$ cat config.mk
export PLATFORM = sky130hd
export DESIGN_NAME = ladder_kp
export DESIGN_NICKNAME = d
export VERILOG_FILES = /design/src/rtl/ladder_pkg.sv /design/src/rtl/gf_mul.sv /design/src/rtl/gf_sqr.sv /design/src/rtl/ladder_ctrl.sv /design/src/rtl/ladder_dp.sv /design/src/rtl/ladder_kp.sv
export SDC_FILE = /design/constraint.sdc
export NUM_CORES = 1
export LEC_CHECK = 0
export ABC_CLOCK_PERIOD_IN_PS = 7950
export BUFFER_PORTS_ARGS = -buffer_cell sky130_fd_sc_hd__buf_2
export CAP_MARGIN = 5
export CORE_ASPECT_RATIO = 0.7
export CORE_MARGIN = 10
export CORE_UTILIZATION = 56
export DETAILED_ROUTE_END_ITERATION = 10
export PLACE_DENSITY = 0.74
export REMOVE_ABC_BUFFERS = 1
export SLEW_MARGIN = 20
export SYNTH_ARGS = -nofsm -noshare
export SYNTH_HDL_FRONTEND = slang
export SYNTH_HIERARCHICAL = 1
export SYNTH_SLANG_ARGS = --single-unit
$ cat constraint.sdc
create_clock -name clk -period 7.95 [get_ports clk]
set_input_delay 0.3975 -clock clk [delete_from_list [all_inputs] [get_ports clk]]
set_output_delay 0.3975 -clock clk [all_outputs]
set_load 0.1 [all_outputs]
$ cat src/rtl/ladder_pkg.sv
// Shared types for the ladder multiplier.
// Assumes nothing beyond a three-phase step schedule.
package ladder_pkg;
    // Phase within one ladder step: cross products, doubling, sum.
    typedef enum logic [1:0] {
        PH_CROSS  = 2'd0,
        PH_DOUBLE = 2'd1,
        PH_SUM    = 2'd2
    } phase_t;
endpackage

$ cat src/rtl/gf_mul.sv
// Combinational GF(2^M) multiplier, polynomial basis.
// Assumes the modulus is x^M + POLY with POLY of degree below M.
// Processes b from its top bit down, reducing after each shift.
module gf_mul #(
    parameter int M = 7,
    parameter logic [M-1:0] POLY = 7'h03
) (
    input  logic [M-1:0] a,
    input  logic [M-1:0] b,
    output logic [M-1:0] p
);
    // Shift-and-add with interleaved reduction.
    always_comb begin
        logic [M-1:0] acc;
        acc = '0;
        for (int i = M - 1; i >= 0; i--) begin
            acc = {acc[M-2:0], 1'b0} ^ (acc[M-1] ? POLY : '0);
            if (b[i]) acc = acc ^ a;
        end
        p = acc;
    end
endmodule

$ cat src/rtl/gf_sqr.sv
// Combinational GF(2^M) squarer.
// Spreads input bits to even positions, then folds the upper part
// down using x^M = POLY. Assumes POLY has degree below M.
module gf_sqr #(
    parameter int M = 7,
    parameter logic [M-1:0] POLY = 7'h03
) (
    input  logic [M-1:0] a,
    output logic [M-1:0] q
);
    localparam int W = 2 * M - 1;

    // Interleave with zeros, then reduce from the top down.
    always_comb begin
        logic [W-1:0] w;
        w = '0;
        for (int i = 0; i < M; i++) w[2*i] = a[i];
        for (int j = W - 1; j >= M; j--) begin
            if (w[j]) begin
                w[j] = 1'b0;
                w[j-M +: M] = w[j-M +: M] ^ POLY;
            end
        end
        q = w[M-1:0];
    end
endmodule

$ cat src/rtl/ladder_ctrl.sv
// Sequencer for the ladder: accepts start while idle, latches the
// scalar, and steps the bit index from NBITS-2 down to 0 with three
// phases per bit. Pulses done after the final phase.
// Assumes NBITS >= 2.
module ladder_ctrl
    import ladder_pkg::*;
#(
    parameter int NBITS = 8
) (
    input  logic             clk,
    input  logic             rst_n,
    input  logic             start,
    input  logic [NBITS-1:0] key,
    output logic             busy,
    output logic             done,
    output logic             load,
    output phase_t           phase,
    output logic             cur_bit
);
    localparam int IW = (NBITS > 2) ? $clog2(NBITS) : 1;

    logic [NBITS-1:0] key_q;
    logic [IW-1:0]    idx;

    assign load    = start && !busy;
    assign cur_bit = key_q[idx];

    // Phase/bit counter and completion pulse.
    always_ff @(posedge clk) begin
        if (!rst_n) begin
            busy  <= 1'b0;
            done  <= 1'b0;
            phase <= PH_CROSS;
            idx   <= '0;
            key_q <= '0;
        end else begin
            done <= 1'b0;
            if (!busy) begin
                if (start) begin
                    key_q <= key;
                    idx   <= IW'(NBITS - 2);
                    phase <= PH_CROSS;
                    busy  <= 1'b1;
                end
            end else begin
                case (phase)
                    PH_CROSS:  phase <= PH_DOUBLE;
                    PH_DOUBLE: phase <= PH_SUM;
                    default: begin
                        phase <= PH_CROSS;
                        if (idx == '0) begin
                            busy <= 1'b0;
                            done <= 1'b1;
                        end else begin
                            idx <= idx - 1'b1;
                        end
                    end
                endcase
            end
        end
    end
endmodule

$ cat src/rtl/ladder_dp.sv
// Ladder datapath: four coordinate registers, the latched base x and
// constant c, two product registers, two field multipliers and the
// squarers around them. The key bit picks which pair is the addition
// target (a) and which is doubled (d); the schedule is fixed:
//   CROSS : P = Xa*Zd, Q = Za*Xd
//   DOUBLE: Zd = Xd^2*Zd^2, Xd = Xd^4 + (c*Zd^2)^2
//   SUM   : Xa = P*Q + x*(P+Q)^2, Za = (P+Q)^2
module ladder_dp
    import ladder_pkg::*;
#(
    parameter int M = 7,
    parameter logic [M-1:0] POLY = 7'h03
) (
    input  logic         clk,
    input  logic         rst_n,
    input  logic         load,
    input  logic         run,
    input  phase_t       phase,
    input  logic         cur_bit,
    input  logic [M-1:0] x_in,
    input  logic [M-1:0] c_in,
    output logic [M-1:0] x1,
    output logic [M-1:0] z1,
    output logic [M-1:0] x2,
    output logic [M-1:0] z2
);
    logic [M-1:0] xb, cb, pr, qr;
    logic [M-1:0] xa, za, xd, zd;
    logic [M-1:0] s_sq, t_sq, s_4, ct_sq, pq_sq;
    logic [M-1:0] xi_sq, xi_4, ci_sq;
    logic [M-1:0] m1_a, m1_b, m1_p, m2_a, m2_b, m2_p;

    // Role selection by the current key bit.
    always_comb begin
        xa = cur_bit ? x1 : x2;
        za = cur_bit ? z1 : z2;
        xd = cur_bit ? x2 : x1;
        zd = cur_bit ? z2 : z1;
    end

    gf_sqr #(.M(M), .POLY(POLY)) u_sq_s  (.a(xd),      .q(s_sq));
    gf_sqr #(.M(M), .POLY(POLY)) u_sq_t  (.a(zd),      .q(t_sq));
    gf_sqr #(.M(M), .POLY(POLY)) u_sq_s4 (.a(s_sq),    .q(s_4));
    gf_sqr #(.M(M), .POLY(POLY)) u_sq_ct (.a(m2_p),    .q(ct_sq));
    gf_sqr #(.M(M), .POLY(POLY)) u_sq_pq (.a(pr ^ qr), .q(pq_sq));
    gf_sqr #(.M(M), .POLY(POLY)) u_sq_x  (.a(x_in),    .q(xi_sq));
    gf_sqr #(.M(M), .POLY(POLY)) u_sq_x4 (.a(xi_sq),   .q(xi_4));
    gf_sqr #(.M(M), .POLY(POLY)) u_sq_c  (.a(c_in),    .q(ci_sq));

    // Multiplier operand routing per phase.
    always_comb begin
        case (phase)
            PH_CROSS: begin
                m1_a = xa;   m1_b = zd;
                m2_a = za;   m2_b = xd;
            end
            PH_DOUBLE: begin
                m1_a = s_sq; m1_b = t_sq;
                m2_a = t_sq; m2_b = cb;
            end
            default: begin
                m1_a = pr;   m1_b = qr;
                m2_a = xb;   m2_b = pq_sq;
            end
        endcase
    end

    gf_mul #(.M(M), .POLY(POLY)) u_mul1 (.a(m1_a), .b(m1_b), .p(m1_p));
    gf_mul #(.M(M), .POLY(POLY)) u_mul2 (.a(m2_a), .b(m2_b), .p(m2_p));

    // Register updates: initial load, then per-phase write-back.
    always_ff @(posedge clk) begin
        if (!rst_n) begin
            xb <= '0; cb <= '0; pr <= '0; qr <= '0;
            x1 <= '0; z1 <= '0; x2 <= '0; z2 <= '0;
        end else if (load) begin
            xb <= x_in;
            cb <= c_in;
            x1 <= x_in;
            z1 <= M'(1);
            x2 <= xi_4 ^ ci_sq;
            z2 <= xi_sq;
        end else if (run) begin
            case (phase)
                PH_CROSS: begin
                    pr <= m1_p;
                    qr <= m2_p;
                end
                PH_DOUBLE: begin
                    if (cur_bit) begin
                        z2 <= m1_p;
                        x2 <= s_4 ^ ct_sq;
                    end else begin
                        z1 <= m1_p;
                        x1 <= s_4 ^ ct_sq;
                    end
                end
                default: begin
                    if (cur_bit) begin
                        x1 <= m1_p ^ m2_p;
                        z1 <= pq_sq;
                    end else begin
                        x2 <= m1_p ^ m2_p;
                        z2 <= pq_sq;
                    end
                end
            endcase
        end
    end
endmodule

$ cat src/rtl/ladder_kp.sv
// Top of the x-only Montgomery ladder scalar multiplier over GF(2^M).
// Latches key, x and c on an accepted start, runs NBITS-1 three-cycle
// steps and pulses done. Assumes the key's top bit is 1.
module ladder_kp
    import ladder_pkg::*;
#(
    parameter int M = 7,
    parameter logic [M-1:0] POLY = 7'h03,
    parameter int NBITS = 8
) (
    input  logic             clk,
    input  logic             rst_n,
    input  logic             start,
    input  logic [NBITS-1:0] key,
    input  logic [M-1:0]     x_in,
    input  logic [M-1:0]     c_in,
    output logic             busy,
    output logic             done,
    output logic [M-1:0]     x1_o,
    output logic [M-1:0]     z1_o,
    output logic [M-1:0]     x2_o,
    output logic [M-1:0]     z2_o
);
    logic   load, cur_bit;
    phase_t phase;

    ladder_ctrl #(.NBITS(NBITS)) u_ctrl (
        .clk(clk), .rst_n(rst_n), .start(start), .key(key),
        .busy(busy), .done(done), .load(load),
        .phase(phase), .cur_bit(cur_bit)
    );

    ladder_dp #(.M(M), .POLY(POLY)) u_dp (
        .clk(clk), .rst_n(rst_n), .load(load), .run(busy),
        .phase(phase), .cur_bit(cur_bit),
        .x_in(x_in), .c_in(c_in),
        .x1(x1_o), .z1(z1_o), .x2(x2_o), .z2(z2_o)
    );
endmodule

[Yosys cells after proc, flatten, opt, wreduce, memory -nomap -nowiden]
Index checks and enable logic that the tools add are counted.
Operators by class
  order comparisons: 1
  reduce and logical (&&, ||, !) cells: 17
  bitwise operators: 80
  equality and inequality tests: 8
  add/subtract/negate cells: 1
  mux-type cells: 116
Operators by type and width (number)
  $mux 7: 32
  $mux 2: 62
  $pmux 7 s2: 8
  $xor 7x7->7: 16
  $not 2->2: 48
  $xor 7x2->7: 12
  $mux 3: 4
  $reduce_and 4->1: 3
  $mux 1: 8
  $ne 2x2->1 const B: 4
  $ne 3x3->1 const B: 2
  $reduce_and 3->1: 2
  $reduce_bool 2->1: 3
  $lt 3x4->1 const B: 1
  $not 1->1: 4
  $pmux 2 s2: 1
  $reduce_or 2->1: 2
  $reduce_or 4->1: 1
  $bmux 1 s3: 1
  $logic_not 3->1: 1
  $ne 3x2->1 const B: 1
  $reduce_bool 3->1: 1
  $sub 3x1->3 const B: 1
  $eq 2x1->1 const B: 1
  4 further kinds: 4
Word-level totals
  input bits: 25
  logic and storage cells: 237
  register bits: 71

[Logic depth before layout (Yosys ltp)]
  word-level depth: 58
  depth in mapped cells: 19
  gate-level depth less buffers: 17

[By module]
The synthesis kept the hierarchy.
Modules (own cells, without submodules)
  ladder_dp: area each 3520.9 µm², times used 1, cells an instance 444
  ladder_ctrl: area each 718.2 µm², times used 1, cells an instance 79
  gf_mul (u_dp.u_mul2): area each 658.1 µm², times used 1, cells an instance 98
  gf_mul (u_dp.u_mul1): area each 643.1 µm², times used 1, cells an instance 100
  gf_sqr: area each 56.3 µm², times used 8, cells an instance 7

[Worst setup path after synthesis]
Ideal clock, no wire load.
  kind: register to register
  start point: register u_ctrl.idx[0]
  end point: register u_dp.z1[0]
  setup time: 0.122 ns
  data arrival time: 4.033 ns
  required time: 7.828 ns
  stages on the path, launching flop included: 18
  clock period less this slack: 4.155 ns
  path slack: 3.795 ns
  cell sequence: dfxtp_1 -> mux4_2 -> nand2_1 -> nand2_1 -> buf_2 -> buf_2 -> mux2_2 -> xor2_1 -> a21oi_1 -> o21ai_0 -> nand2_1 -> xor2_1 -> xnor3_2 -> xor2_1 -> and3b_1 -> a211oi_1 -> nand2_1 -> o311a_1
Between the ends
  elaborated cells on any way between the ends: 58
RTL lines
  start: declaration: line ladder_ctrl.sv:23  | logic [IW-1:0] idx;
  start signal: assignment: line ladder_ctrl.sv:41  | idx <= IW'(NBITS - 2);
  start signal: assignment: line ladder_ctrl.sv:55  | idx <= idx - 1'b1;
  $bmux 1 s3 (*): line ladder_ctrl.sv:26  | assign cur_bit = key_q[idx];
  $mux 1 (implied by the code) (*): line ladder_ctrl.sv:26
  named net cur_bit: line ladder_kp.sv:24  | logic load, cur_bit;
  $mux 7 (*): line ladder_dp.sv:37  | xd = cur_bit ? x2 : x1;
  named net u_dp.xd[5]: line ladder_dp.sv:28  | logic [M-1:0] xa, za, xd, zd;
  $mux 2 (*): line gf_sqr.sv:19  | if (w[j]) begin
  named net u_dp.s_sq[4]: line ladder_dp.sv:29  | logic [M-1:0] s_sq, t_sq, s_4, ct_sq, pq_sq;
  $pmux 7 s2 (*): line ladder_dp.sv:52  | case (phase)
  named net u_dp.m1_a[4]: line ladder_dp.sv:31  | logic [M-1:0] m1_a, m1_b, m1_p, m2_a, m2_b, m2_p;
  [9 not listed]
  $xor 7x2->7 (*): line gf_mul.sv:17  | acc = {acc[M-2:0], 1'b0} ^ (acc[M-1] ? POLY : '0);
  $xor 7x7->7: line gf_mul.sv:18  | if (b[i]) acc = acc ^ a;
  $mux 7 (*): line gf_mul.sv:18
  named net u_dp.m1_p[0]: line ladder_dp.sv:31
  $mux 7 (*): line ladder_dp.sv:90  | if (cur_bit) begin
  $pmux 7 s2 (*): line ladder_dp.sv:84  | case (phase)
  $mux 1 (*): line ladder_dp.sv:83  | end else if (run) begin
  $mux 1 (*): line ladder_dp.sv:76  | end else if (load) begin
  end signal: assignment: line ladder_dp.sv:94  | z1 <= m1_p;
  end signal: assignment: line ladder_dp.sv:101  | z1 <= pq_sq;
  end: declaration: line ladder_dp.sv:23  | output logic [M-1:0] z1,
Mark *: on every way through the listed nets, which the timed path passes. The rest lies on a longest branch. The select of a mux whose other input is x is not followed.
A chain may end at the register's enable or synchronous reset.

[Worst setup path after layout]
  start point: register u_ctrl.idx[0]
  end point: register u_dp.x2[1]
Between the ends
  elaborated cells on any way between the ends: 94
RTL lines
  $bmux 1 s3 (*): line ladder_ctrl.sv:26
  $mux 1 (implied by the code) (*): line ladder_ctrl.sv:26
  named net cur_bit: line ladder_kp.sv:24
  $mux 7 (*): line ladder_dp.sv:37
  named net u_dp.xd[5]: line ladder_dp.sv:28
  $mux 2 (*): line gf_sqr.sv:19
  named net u_dp.s_sq[4]: line ladder_dp.sv:29
  $pmux 7 s2 (*): line ladder_dp.sv:52
  named net u_dp.m1_a[4]: line ladder_dp.sv:31
  [13 not listed]
  $xor 7x7->7: line gf_mul.sv:18
  $mux 7 (*): line gf_mul.sv:18
  named net u_dp.m1_p[1]: line ladder_dp.sv:31
  $xor 7x7->7 (*): line ladder_dp.sv:103  | x2 <= m1_p ^ m2_p;
  $mux 7 (*): line ladder_dp.sv:99  | if (cur_bit) begin
  $pmux 7 s2 (*): line ladder_dp.sv:84
  $mux 7 (*): line ladder_dp.sv:83
  $mux 7 (*): line ladder_dp.sv:76
  end signal: assignment: line ladder_dp.sv:81  | x2 <= xi_4 ^ ci_sq;
  end signal: assignment: line ladder_dp.sv:92  | x2 <= s_4 ^ ct_sq;
  end signal: assignment: line ladder_dp.sv:103
  end: declaration: line ladder_dp.sv:24  | output logic [M-1:0] x2,
Marked as above.

==> metrics.md <==
| Metric | Value |
|---|---|
| Status | complete, no violations |
| Cell breakdown of the critical path | mux4_2, nand2_1, nand2_1, buf_4, mux2_2, xor2_1, a21oi_1, o21ai_0, nand2_1, xor2_1, xnor3_2, xnor2_2, xnor2_1, xor2_1, a22oi_1, a31oi_1 |
| Maximum root-to-sink buffer count | 2 |
| Congestion Overflow GR | 0 |
| Starting density of the core | 57.6% |
| Layout area overhead | 5.72% |
| Final hold violations | 0 |
| Clk_skew | 0.00656 ns |
| Top_reg_cell synth | dfxtp_1 |
| Commonest cells in the netlist | 205 x nand2_1, 75 x xor2_1, 71 x dfxtp_1, 61 x xnor2_1, 60 x o21ai_0 |
| Period Utilization, post-route | 73.5% |
| Max incr delay on CP | 0.68 ns |
| Detail Route Antenna Nets | 0 |
| Seq/Total Area, Yosys | 23.7% |
| Clk sinks | 71 |
| CTS hold repair buffers | 0 |
| GRT Overall Usage | 22.5% |
| HPWL after DPL | 12.8 mm |
| Max Clock Freq | 171 MHz |
| GR peak layer | met2 |
| P per Cell Area | 227 nW/um^2 |
| Cell taking the most area after synthesis | dfxtp_1 |
| Worst Path Buf+Inv | 1 |
| Synth top area share | 23.7% |
| Met1 GRT Util | 31.2% |
| Fin crit period | 5.84 ns |
| Port bufs | 54 |
| Detailed Routing Iterations Pass 1 | 6 |
| H-tree levels | 3 |
| Synth async-reset ratio | 0% |
| Num CTS Buffers | 9 |
| Latest clock arrival within the worst-skew pair | 0.34 ns |
| Number of diodes | 0 |
| Worst Hold Class | primary input to flip-flop |
| Post-Place Cells | 894 |
| Die Span Y | 107 um |
| Post-synthesis cell type count | 56 |
| Pins over their slew limit | 0 |
| Setup TNS | 0 ns |
| # resized after CTS | 0 |
| Layout cell share with drive strength beyond 1 | 15.0% |
| Ys Warns | 6 |
| Reg power frac | 28.5% |
| Max-Cap Viols | 0 |
| Worst-path clk slew | 0.06 ns |
| Sw frac | 41.8% |
| Final Non-Filler Cells | 910 |
| Syn Area/Cell | 7.71 um^2 |
| Pint | 836 uW |
| Static Leakage | 0.00241 uW |
| RSZ-0062 raised after global routing | false |
| Crit Path Class | flip-flop to flip-flop |
| Via count | 5,519 |
| EDFF count, synth | 0 |
| Clk root buf | clkbuf_16 |
| Slowest stage cell, crit path | o21ai_0 |
| Worst-case vdd ir drop | 0.114 mV |
| Placement Setup Slack | 2.21 ns |
| Gpl congestion | 0.982 |
| Combinational share of power | 42.1% |
| CP Max Fanout | 21 |
| Routed len/inst | 19.1 um |
| CP Data Arrival Time | 6.03 ns |
| # IOs | 55 |
| Hold Slack | 0.307 ns |
| M3 GR Usage | 4.71% |
| Relative max-transition margin | 13.9% |
| Via density | 6.06 |
| CTS tree | done |
| Row cnt | 31 |
| # DRC | 0 |
| Die area | 15,300 um^2 |
| Worst setup SP type | flip-flop |
| Starting DRT DRC Count | 679 |
| Vias in the first global route | 5,043 |
| Final wirelength | 17.4 mm |
| Largest cells by area after synthesis | dfxtp_1 24%, nand2_1 13%, xor2_1 11% |
| Total core area | 10,400 um^2 |
| PnR worst setup slack | 2.11 ns |
| Die width | 144 um |
| Final #Nets | 800 |
| Synth Register Bits | 71 |
| CP top delay family | XOR/XNOR gates |
| Largest net degree at the start of global routing | 78 |
| First-pass GRT wire length | 27.6 mm |
| GRT met2 Usage | 33.9% |
| Crit path capture type | flip-flop |
| Net load switching power | 600 uW |
| Netlist Area Pre-Place | 5990 um^2 |
| Initial antenna violation count | 0 |
| Cell count after synthesis | 777 |
| Final setup vio count | 0 |
| Most frequent cell after synthesis | nand2_1 |
| Worst Max-Slew Pin Slew | 1.28 ns |
| Post-CTS setup buffer count | 0 |
| CP Data Required Time | 8.13 ns |
| Clock network power share | 29.4% |
## metrics by stage
stage	area [um^2]	util, %	total power [uW]
3_5_place_dp	6020	58.0	1000
2_1_floorplan	5530	-	856
4_1_cts	6330	60.9	1420
6_report	6330	60.9	1440
3_3_place_gp	6020	58.0	995
5_1_grt	6330	60.9	1490
## sequential cells by signal, summed over array words and instances, names as in the netlist
| register | count |
|---|---|
| u_dp/z1 | 7 |
| u_dp/z2 | 7 |
| u_ctrl/key_q | 8 |
| u_ctrl/idx | 3 |
| u_dp/pr | 7 |
| u_ctrl/phase | 2 |
| u_dp/x2 | 7 |
| u_dp/xb | 7 |
| u_dp/cb | 7 |
| u_ctrl/busy | 1 |
| u_dp/x1 | 7 |
| u_ctrl/done | 1 |
| u_dp/qr | 7 |
## cell usage in the layout (no fill, tap or decap), drive strengths merged, types with 2 or more instances in the layout
master	instances
a211oi	4
a21boi	23
a21oi	11
a221o	4
a22o	4
a22oi	8
a2bb2oi	3
a311oi	7
a31oi	8
a32oi	4
and2	2
buf	61
clkbuf	12
clkinv	2
dfxtp	71
ha	2
inv	7
mux2	21
mux2i	26
mux4	2
nand2	207
nand2b	13
nand3	5
nand3b	3
nor2	25
nor2b	17
nor3	4
o21a	3
o21ai	60
xnor2	66
xnor3	2
xor2	75
## power groups by stage
stage	combinational (uW)	clock (uW)	sequential (uW)
after floorplan	353	0	503
after global placement	581	0	414
after detailed placement	587	0	416
after CTS	591	425	408
after global routing	638	441	412
final	605	422	409
## tightest hold or removal path, cell delays in order
cell	delay (ns)
buf_2	0.09
nand2_1	0.04
a21boi_0	0.06
## per-layer routing
metal  wire length [um]  up-vias
met5                  0        -
met3               1730       30
met2               7540      291
met1               7730     2636
li1                   -     2562
met4                365        0
## layout make-up
| class | count | area, um^2 |
|---|---|---|
| multi-input combinational | 624 | 4090 |
| fill | 929 | 4060 |
| sequential | 71 | 1420 |
| timing repair buffer | 61 | 323 |
| clock buffer | 12 | 256 |
| tap | 132 | 165 |
| clock inverter | 4 | 52.6 |
| inverter | 6 | 25.0 |
## worst paths after layout
kind	startpoint	end	slack [ns]	cells past startpoint
max	u_ctrl/idx[0]	u_dp/x2[1]	2.11	16
min	key[0]	u_ctrl/key_q[0]	0.31	3
max reg2reg	u_ctrl/idx[0]	u_dp/x2[1]	2.11	16
min reg2reg	u_ctrl/key_q[0]	u_ctrl/key_q[0]	0.47	2
## kinds of logic (layout without fill, tap and decap cells)
logic type / count (synthesis) / count (layout) / synth area share (%)
buffers and inverters: 82 / 83 / 8.12
flip-flops: 71 / 71 / 23.7
adder cells (fa/ha/maj): 2 / 2 / 0.418
AO/OA/AOI/OAI: 147 / 147 / 16.4
AND/OR/NAND/NOR: 283 / 283 / 20.1
multiplexers: 49 / 49 / 9.04
XOR/XNOR: 143 / 143 / 22.2
(Power assumes the default switching activity.)
